[src/rtl/palette_pkg.sv]
package palette_pkg;

    localparam int BUS_W   = 32;
    localparam int ENTRY_W = 16;
    localparam int COMP_W  = 5;
    localparam int CHAN_W  = 8;
    localparam int PAD_W   = CHAN_W - COMP_W;

    // One 16-bit palette entry; field positions are fixed by the programming model.
    typedef struct packed {
        logic              intensity;
        logic [COMP_W-1:0] blue;
        logic [COMP_W-1:0] green;
        logic [COMP_W-1:0] red;
    } entry_t;

    typedef struct packed {
        logic [CHAN_W-1:0] r;
        logic [CHAN_W-1:0] g;
        logic [CHAN_W-1:0] b;
    } rgb_t;

    function automatic logic [CHAN_W-1:0] widen(input logic [COMP_W-1:0] c);
        return {c, {PAD_W{1'b0}}};
    endfunction

    function automatic rgb_t expand_entry(input entry_t e);
        rgb_t o;
        o.r = widen(e.red);
        o.g = widen(e.green);
        o.b = widen(e.blue);
        return o;
    endfunction

endpackage

[src/rtl/palette_decode.sv]
module palette_decode #(
    parameter int ADDR_W    = 12,
    parameter int BASE_ADDR = 'h200,
    parameter int WORDS     = 128,
    localparam int WIDX_W   = $clog2(WORDS)
) (
    input  logic [ADDR_W-1:0] addr,
    output logic              hit,
    output logic [WIDX_W-1:0] word_idx
);
    localparam logic [ADDR_W:0] LO = (ADDR_W+1)'(BASE_ADDR);
    localparam logic [ADDR_W:0] HI = (ADDR_W+1)'(BASE_ADDR + WORDS * 4);

    logic [ADDR_W:0] ext;
    logic [ADDR_W:0] offs;

    always_comb begin
        ext      = {1'b0, addr};
        offs     = ext - LO;
        hit      = (ext >= LO) && (ext < HI);
        word_idx = offs[WIDX_W+1:2];
    end
endmodule

[src/rtl/palette_store.sv]
module palette_store #(
    parameter int WORDS   = 128,
    parameter int WORD_W  = 32,
    localparam int WIDX_W = $clog2(WORDS)
) (
    input  logic              clk,
    input  logic              wr_en,
    input  logic [WIDX_W-1:0] wr_idx,
    input  logic [WORD_W-1:0] wr_data,
    input  logic              rd_en,
    input  logic [WIDX_W-1:0] rd_idx,
    output logic [WORD_W-1:0] rd_data,
    input  logic              lk_en,
    input  logic [WIDX_W-1:0] lk_idx,
    output logic [WORD_W-1:0] lk_data
);
    logic [WORD_W-1:0] mem [WORDS];

    // Both read ports sample before the write lands: read-old on collision.
    always_ff @(posedge clk) begin
        if (wr_en)
            mem[wr_idx] <= wr_data;
        if (rd_en)
            rd_data <= mem[rd_idx];
        if (lk_en)
            lk_data <= mem[lk_idx];
    end
endmodule

[src/rtl/palette_colour.sv]
module palette_colour
    import palette_pkg::*;
(
    input  logic [BUS_W-1:0] word,
    input  logic             upper,
    output rgb_t             colour
);
    entry_t halves [2];

    always_comb begin
        for (int h = 0; h < 2; h++)
            halves[h] = entry_t'(word[h*ENTRY_W +: ENTRY_W]);
        colour = expand_entry(halves[upper]);
    end
endmodule

[src/rtl/palette_lut.sv]
module palette_lut
    import palette_pkg::*;
#(
    parameter int ADDR_W    = 12,
    parameter int BASE_ADDR = 'h200,
    parameter int ENTRIES   = 256,
    localparam int WORDS    = ENTRIES / 2,
    localparam int WIDX_W   = $clog2(WORDS),
    localparam int IDX_W    = WIDX_W + 1
) (
    input  logic              clk,
    input  logic              rst,
    input  logic              bus_sel,
    input  logic              bus_wr,
    input  logic [ADDR_W-1:0] bus_addr,
    input  logic [BUS_W-1:0]  bus_wdata,
    output logic [BUS_W-1:0]  bus_rdata,
    output logic              bus_rvalid,
    input  logic              lk_valid,
    input  logic [IDX_W-1:0]  lk_index,
    output logic              px_valid,
    output logic [CHAN_W-1:0] px_red,
    output logic [CHAN_W-1:0] px_green,
    output logic [CHAN_W-1:0] px_blue
);
    logic              win_hit;
    logic [WIDX_W-1:0] win_idx;
    logic              wr_go, rd_go;
    logic              rd_hit_q;
    logic              upper_q;
    logic [BUS_W-1:0]  store_rd, store_lk;
    rgb_t              colour;

    palette_decode #(
        .ADDR_W(ADDR_W), .BASE_ADDR(BASE_ADDR), .WORDS(WORDS)
    ) u_decode (
        .addr(bus_addr), .hit(win_hit), .word_idx(win_idx)
    );

    always_comb begin
        wr_go = bus_sel && bus_wr && win_hit;
        rd_go = bus_sel && !bus_wr && win_hit;
    end

    palette_store #(
        .WORDS(WORDS), .WORD_W(BUS_W)
    ) u_store (
        .clk(clk),
        .wr_en(wr_go), .wr_idx(win_idx), .wr_data(bus_wdata),
        .rd_en(rd_go), .rd_idx(win_idx), .rd_data(store_rd),
        .lk_en(lk_valid), .lk_idx(lk_index[IDX_W-1:1]), .lk_data(store_lk)
    );

    always_ff @(posedge clk) begin
        if (rst) begin
            bus_rvalid <= 1'b0;
            rd_hit_q   <= 1'b0;
            px_valid   <= 1'b0;
            upper_q    <= 1'b0;
        end else begin
            bus_rvalid <= bus_sel && !bus_wr;
            rd_hit_q   <= rd_go;
            px_valid   <= lk_valid;
            if (lk_valid)
                upper_q <= lk_index[0];
        end
    end

    assign bus_rdata = rd_hit_q ? store_rd : '0;

    palette_colour u_colour (
        .word(store_lk), .upper(upper_q), .colour(colour)
    );

    assign px_red   = colour.r;
    assign px_green = colour.g;
    assign px_blue  = colour.b;

    assert_lookup_strobe_R7: assert property (@(posedge clk) disable iff (rst)
        lk_valid |=> px_valid);
    assert_lookup_idle_R7: assert property (@(posedge clk) disable iff (rst)
        !lk_valid |=> !px_valid);
    assert_read_strobe_R2: assert property (@(posedge clk) disable iff (rst)
        (bus_sel && !bus_wr) |=> bus_rvalid);
    assert_write_no_strobe_R2: assert property (@(posedge clk) disable iff (rst)
        (bus_sel && bus_wr) |=> !bus_rvalid);
    assert_outside_read_zero_R3: assert property (@(posedge clk) disable iff (rst)
        (bus_sel && !bus_wr && !win_hit) |=> (bus_rdata == '0));
    assert_reset_quiet_R9: assert property (@(posedge clk)
        rst |=> (!px_valid && !bus_rvalid && bus_rdata == '0));
endmodule

[config.mk]
export PLATFORM = sky130hd
export DESIGN_NAME = palette_lut
export DESIGN_NICKNAME = d
export VERILOG_FILES = /design/src/rtl/palette_pkg.sv /design/src/rtl/palette_decode.sv /design/src/rtl/palette_store.sv /design/src/rtl/palette_colour.sv /design/src/rtl/palette_lut.sv
export SDC_FILE = /design/constraint.sdc
export NUM_CORES = 2
export LEC_CHECK = 0
export BUFFER_PORTS_ARGS = -buffer_cell sky130_fd_sc_hd__buf_2
export CORE_MARGIN = 2
export CORE_UTILIZATION = 38
export CTS_CLUSTER_DIAMETER = 50
export CTS_CLUSTER_SIZE = 28
export DETAILED_ROUTE_END_ITERATION = 16
export PLACE_DENSITY = 0.5
export SLEW_MARGIN = 20
export SYNTH_ARGS = -nofsm -noshare
export SYNTH_HDL_FRONTEND = slang
export SYNTH_HIERARCHICAL = 1
export SYNTH_SLANG_ARGS = --single-unit
[constraint.sdc]
create_clock -name clk -period 8 [get_ports clk]
set_clock_uncertainty 0.05 [all_clocks]
set_input_delay 0.4 -clock clk [delete_from_list [all_inputs] [get_ports clk]]
set_output_delay 0.4 -clock clk [all_outputs]
set_load 0.03 [all_outputs]
== Yosys cells after proc, flatten, opt, wreduce, memory -nomap -nowiden ==
Memories as Yosys holds them, arrays and structs flattened. A register that Yosys moved wholly into a read port is not among the register bits.
Index checks and enable logic that the tools add are counted.

* Add/subtract/negate cells: 1
* Order comparisons: 3
* Mux-type cells: 6
* Bitwise gates (word level): 1
* Reductions and logical operators: 6

{| class="wikitable"
|+ Operators with widths
! operator !! number
|-
| 2-to-1 mux 15 bit || 3
|-
| 2-to-1 mux 32 bit || 1
|-
| >= comparator 12 x 10 -> 1 bit (second input constant) || 1
|-
| < comparator 12 x 11 -> 1 bit (second input constant) || 1
|-
| subtractor 9 x 1 -> 9 bit (second input constant) || 1
|-
| logical AND 1 bit || 5
|-
| >= comparator 2 bit (second input constant) || 1
|-
| 2-to-1 mux 1 bit || 2
|-
| NOT 1 -> 2 bit || 1
|-
| logical NOT 1 bit || 1
|}

* Register bits after elaboration: 4
* RAM bits: 4096
* Bits of input ports: 57
* Word-level logic and storage cells: 22
* Memories kept: 1

{| class="wikitable"
|+ Memory list
! name !! depth !! width !! rd ports !! clocked after memory_dff !! write ports !! RTL line !! source
|-
| u_store.mem || 128 || 32 || 2 || 2 || 1 || palette_store.sv:17 || <nowiki>logic [WORD_W-1:0] mem [WORDS];</nowiki>
|}

== Logic depth before layout (Yosys ltp) ==
* Depth in word-level cells: 5
* Gate-level depth with buffers: 9
* Depth with buffers taken out: 5

== By module ==
The synthesis kept the hierarchy.

{| class="wikitable"
|+ Modules (own cells, without submodules)
! module !! instances !! cells each !! area each (um^2) !! sequential area each (um^2)
|-
| palette_store || 1 || 7701 || 189406.7 || 124919.8
|-
| palette_lut || 1 || 46 || 392.9 || 80.1
|-
| palette_colour || 1 || 27 || 309.0 || 0.0
|-
| palette_decode || 1 || 8 || 65.1 || 0.0
|}

== Worst setup path before layout ==
Ideal clock, no wire load.

* Path type: input to register
* Start: in bus_addr[10]
* End: mem u_store.mem[98][0] (enable)
* Data arrival time: 3.502 ns
* Data required time: 7.489 ns
* Slack: 3.987 ns
* Stages: 5
* Path buffers: 1
* Cell sequence: nor3b_2 and3_1 clkbuf_1 nand4_1 nor3_1

* Word-level cells in the longest chain between the ends: 5

{| class="wikitable"
|+ Ends and longest elaborated chain
! element !! RTL line !! source
|-
| from (decl) || palette_lut.sv:15 || <nowiki>input logic [ADDR_W-1:0] bus_addr,</nowiki>
|-
| >= comparator 12 x 10 -> 1 bit / < comparator 12 x 11 -> 1 bit (equally long branches) || palette_decode.sv:20 || <nowiki>hit = (ext >= LO) && (ext < HI);</nowiki>
|-
| logical AND 1 bit (*) || palette_decode.sv:20 ||
|-
| logical AND 1 bit (*) || palette_lut.sv:41 || <nowiki>wr_go = bus_sel && bus_wr && win_hit;</nowiki>
|-
| via wr_go || palette_lut.sv:28 || <nowiki>logic wr_go, rd_go;</nowiki>
|-
| 2-to-1 mux 1 bit (*) || palette_store.sv:21 || <nowiki>if (wr_en)</nowiki>
|-
| 2-to-1 mux 1 bit (implied by the code) (*) || palette_store.sv:22 || <nowiki>mem[wr_idx] <= wr_data;</nowiki>
|-
| to (decl) || palette_store.sv:17 ||
|}

Mark *: on every way through the listed nets, which the timed path passes. The rest lies on a longest branch.

== Final worst setup path ==
* Start: in bus_wr
* End: mem u_store.mem[62][27] (enable)

* Word-level cells in the longest chain between the ends: 4

{| class="wikitable"
|+ Ends and longest elaborated chain
! element !! RTL line !! source
|-
| from (decl) || palette_lut.sv:14 || <nowiki>input logic bus_wr,</nowiki>
|-
| logical AND 1 bit (2 in a row) || palette_lut.sv:41 ||
|-
| via wr_go || palette_lut.sv:28 ||
|-
| 2-to-1 mux 1 bit || palette_store.sv:21 ||
|-
| 2-to-1 mux 1 bit (implied by the code) || palette_store.sv:22 ||
|}

The timed path passes the listed nets, and every way through them passes these cells.

==> results.sh <==
export IMPL_die_x_um=707.7
export IMPL_cts_root_buf="clkbuf_16"
export IMPL_coreArea_um2=493600
export IMPL_p_per_area_nw_per_um2=239.2
export IMPL_synthToLayoutAreaGrowth_pct=15.08
export IMPL_io_buffers=103
export IMPL_ff2ff_setup_slack_ps=5140
export IMPL_die_y_um=707.7
export IMPL_hpwlAfterDp_um=359700
export IMPL_tightest_slew_ps=1243
export IMPL_fin_tns_setup_ps=0
export IMPL_grt_pass1_vias=100200
export IMPL_drv_cap=0
export IMPL_grt_ovfl_total=0
export IMPL_path_cells="dlygate4sd3_1 > buf_2 > and3_1 > nor2b_1 > nand3_1 > buf_4 > nor2_4 > buf_4"
export IMPL_ios=115
export IMPL_drtPass1Iterations=6
export IMPL_place_congestion=0.7926
export IMPL_rsz0062_at_grt="no"
export IMPL_worst_path_most_repeated_cell="buf_4"
export IMPL_path_clk_slew_ps=50
export IMPL_worstSetupPathType="in2reg"
export IMPL_die_area_um2=500900
export IMPL_final_hold_viol_count=0
export IMPL_worstHoldPathCells=4
export IMPL_hp_class="in2reg"
export IMPL_slew_viol_final=0
export IMPL_drc=0
export IMPL_core_rowCount=258
export IMPL_arrival_ps=4970
export IMPL_finalSetupViolCount=0
export IMPL_drive_above_1_share_pct=48.67
export IMPL_min_from="lk_index[0]"
export IMPL_routedWlPerCell_um=42.98
export IMPL_tritoncts="done"
export IMPL_dp_cells=13980
export IMPL_start_kind="input pin"
export IMPL_vdd_drop_max_mv=0.2497
export IMPL_end_kind="register"
export IMPL_cp_required_ps=8610
export IMPL_track_usage_pct=25.61
export IMPL_leakagePower_uw=0.06572
export IMPL_numCtsBuffers=521
export IMPL_viasPerCell=6.441
export IMPL_syn_instance_count=7694
export IMPL_post_cts_buffers=0
export IMPL_clk_latency_ps=1080
export IMPL_fin_cells=15020
export IMPL_crit_slowest_cell="nor2_4"
export IMPL_nNetsFinal=8101
export IMPL_fmax_mhz=229.6
export IMPL_critPathMaxStageDelay_ps=860
export IMPL_worstHoldEndpoint="upper_q"
export IMPL_cts_path_max_buffers=4
export IMPL_wl_um=645300
export IMPL_r2r_cells=4
export IMPL_syn_mean_instance_area_um2=24.46
export IMPL_synth_warnings=6
export IMPL_netlist_area_um2=188200
export IMPL_first_iter_violations=13450
export IMPL_status="finished clean"
export IMPL_ant_nets=0
export IMPL_grt_pass1_wl_um=871300
export IMPL_crit_path_max_fanout=20
export IMPL_cts_sinks=4162
export IMPL_r2r_end="u_store/rd_data[14]"
export IMPL_max_slew_margin_rel_pct=17.14
export IMPL_timing_final_crit_share_pct=54.45
export IMPL_antenna_found_initial=64
export IMPL_htreeDepth=6
export IMPL_start_util_pct=38.13
export IMPL_r2r_start="u_store/mem[117][14]"
export IMPL_min_period_ps=4356
export IMPL_grt_start_max_net_pins=129
export IMPL_power_uw=51810
export IMPL_vias=96710
==> timing repair <==
action                                 in CTS  in global routing
endpoints found under the hold margin    1585                  0
hold buffers                               41                  0
resized for setup                           0                  0
==> placed cells by master (no fill, tap or decap), types with 8 or more instances in the layout <==
| cell type | count |
|---|---|
| edfxtp_1 | 4158 |
| mux4_2 | 2604 |
| clkbuf_16 | 545 |
| buf_4 | 292 |
| nor2_4 | 119 |
| clkinv_2 | 67 |
| mux2_2 | 67 |
| inv_6 | 58 |
| buf_2 | 58 |
| clkinvlp_4 | 54 |
| buf_12 | 54 |
| clkinv_1 | 51 |
| diode_2 | 50 |
| bufinv_16 | 50 |
| dlygate4sd3_1 | 41 |
| clkinv_4 | 40 |
| clkbuf_1 | 38 |
| and2_2 | 32 |
| clkinv_8 | 20 |
| inv_8 | 20 |
| nand2_1 | 14 |
| nand3_1 | 12 |
| mux2_4 | 10 |
| conb_1 | 9 |
| nor3_2 | 9 |
| nor2b_1 | 8 |
==> per-stage QoR <==
stage	instance area (um2)	hold WS, ps	setup WS [ps]	util (%)
floorplan	188200	414.3	3987	-
global placement	198100	553.0	3017	40.14
detailed placement	198300	547.7	3000	40.18
CTS	216400	41.09	3837	43.84
global route	216500	89.31	3745	43.86
finish	216600	117.3	3644	43.88
==> state kept, by name, indices dropped and copies added, names as in the netlist <==
register	flops
px_valid	1
u_store/mem	4096
rd_hit_q	1
bus_rvalid	1
u_store/rd_data	32
upper_q	1
u_store/lk_data	30
==> routing by layer <==
layer | share of wire (%) | wire length (um) | GRT usage (%)
met1 | 40 | 257400 | 35.34
met2 | 48 | 310300 | 41.07
met3 | 8.6 | 55190 | 5.392
met4 | 3.5 | 22340 | 7.965
met5 | 0.018 | 113 | 0
==> critical path: cells and delay by family <==
family	cells	cell delay, ps
and+or+nand+nor	4	2580
buffers and inverters	4	1820
==> cell type report <==
cell class / instances / area (um2)
fillers: 41160 / 277000
flip-flops and latches: 4162 / 124900
multi-input cells: 2900 / 61530
clock buffers: 583 / 13780
well taps: 6500 / 8133
repair buffers: 459 / 4189
clock inverters: 362 / 3882
diodes: 50 / 125.1
==> report_power, final <==
group	leakage, uW	switching [uW]	internal [uW]
sequential	0.0374	21.3	24000
combinational	0.0198	2040	1570
clock	0.00852	9900	14200
total	0.0657	12000	39800
==> worst max-delay path by stage <==
stage / start / endpoint / slack (ps) / cells past startpoint
3_3_place_gp: bus_addr[2] / u_store/rd_data[12] / 3020 / 7
4_1_cts: bus_wr / u_store/mem[62][27] / 3840 / 8
3_5_place_dp: bus_addr[2] / u_store/rd_data[12] / 3000 / 7
5_1_grt: bus_wr / u_store/mem[62][27] / 3750 / 8
2_1_floorplan: bus_addr[10] / u_store/mem[98][0] / 3990 / 5
6_report: bus_wr / u_store/mem[62][27] / 3640 / 8
(Power assumes the default switching activity.)
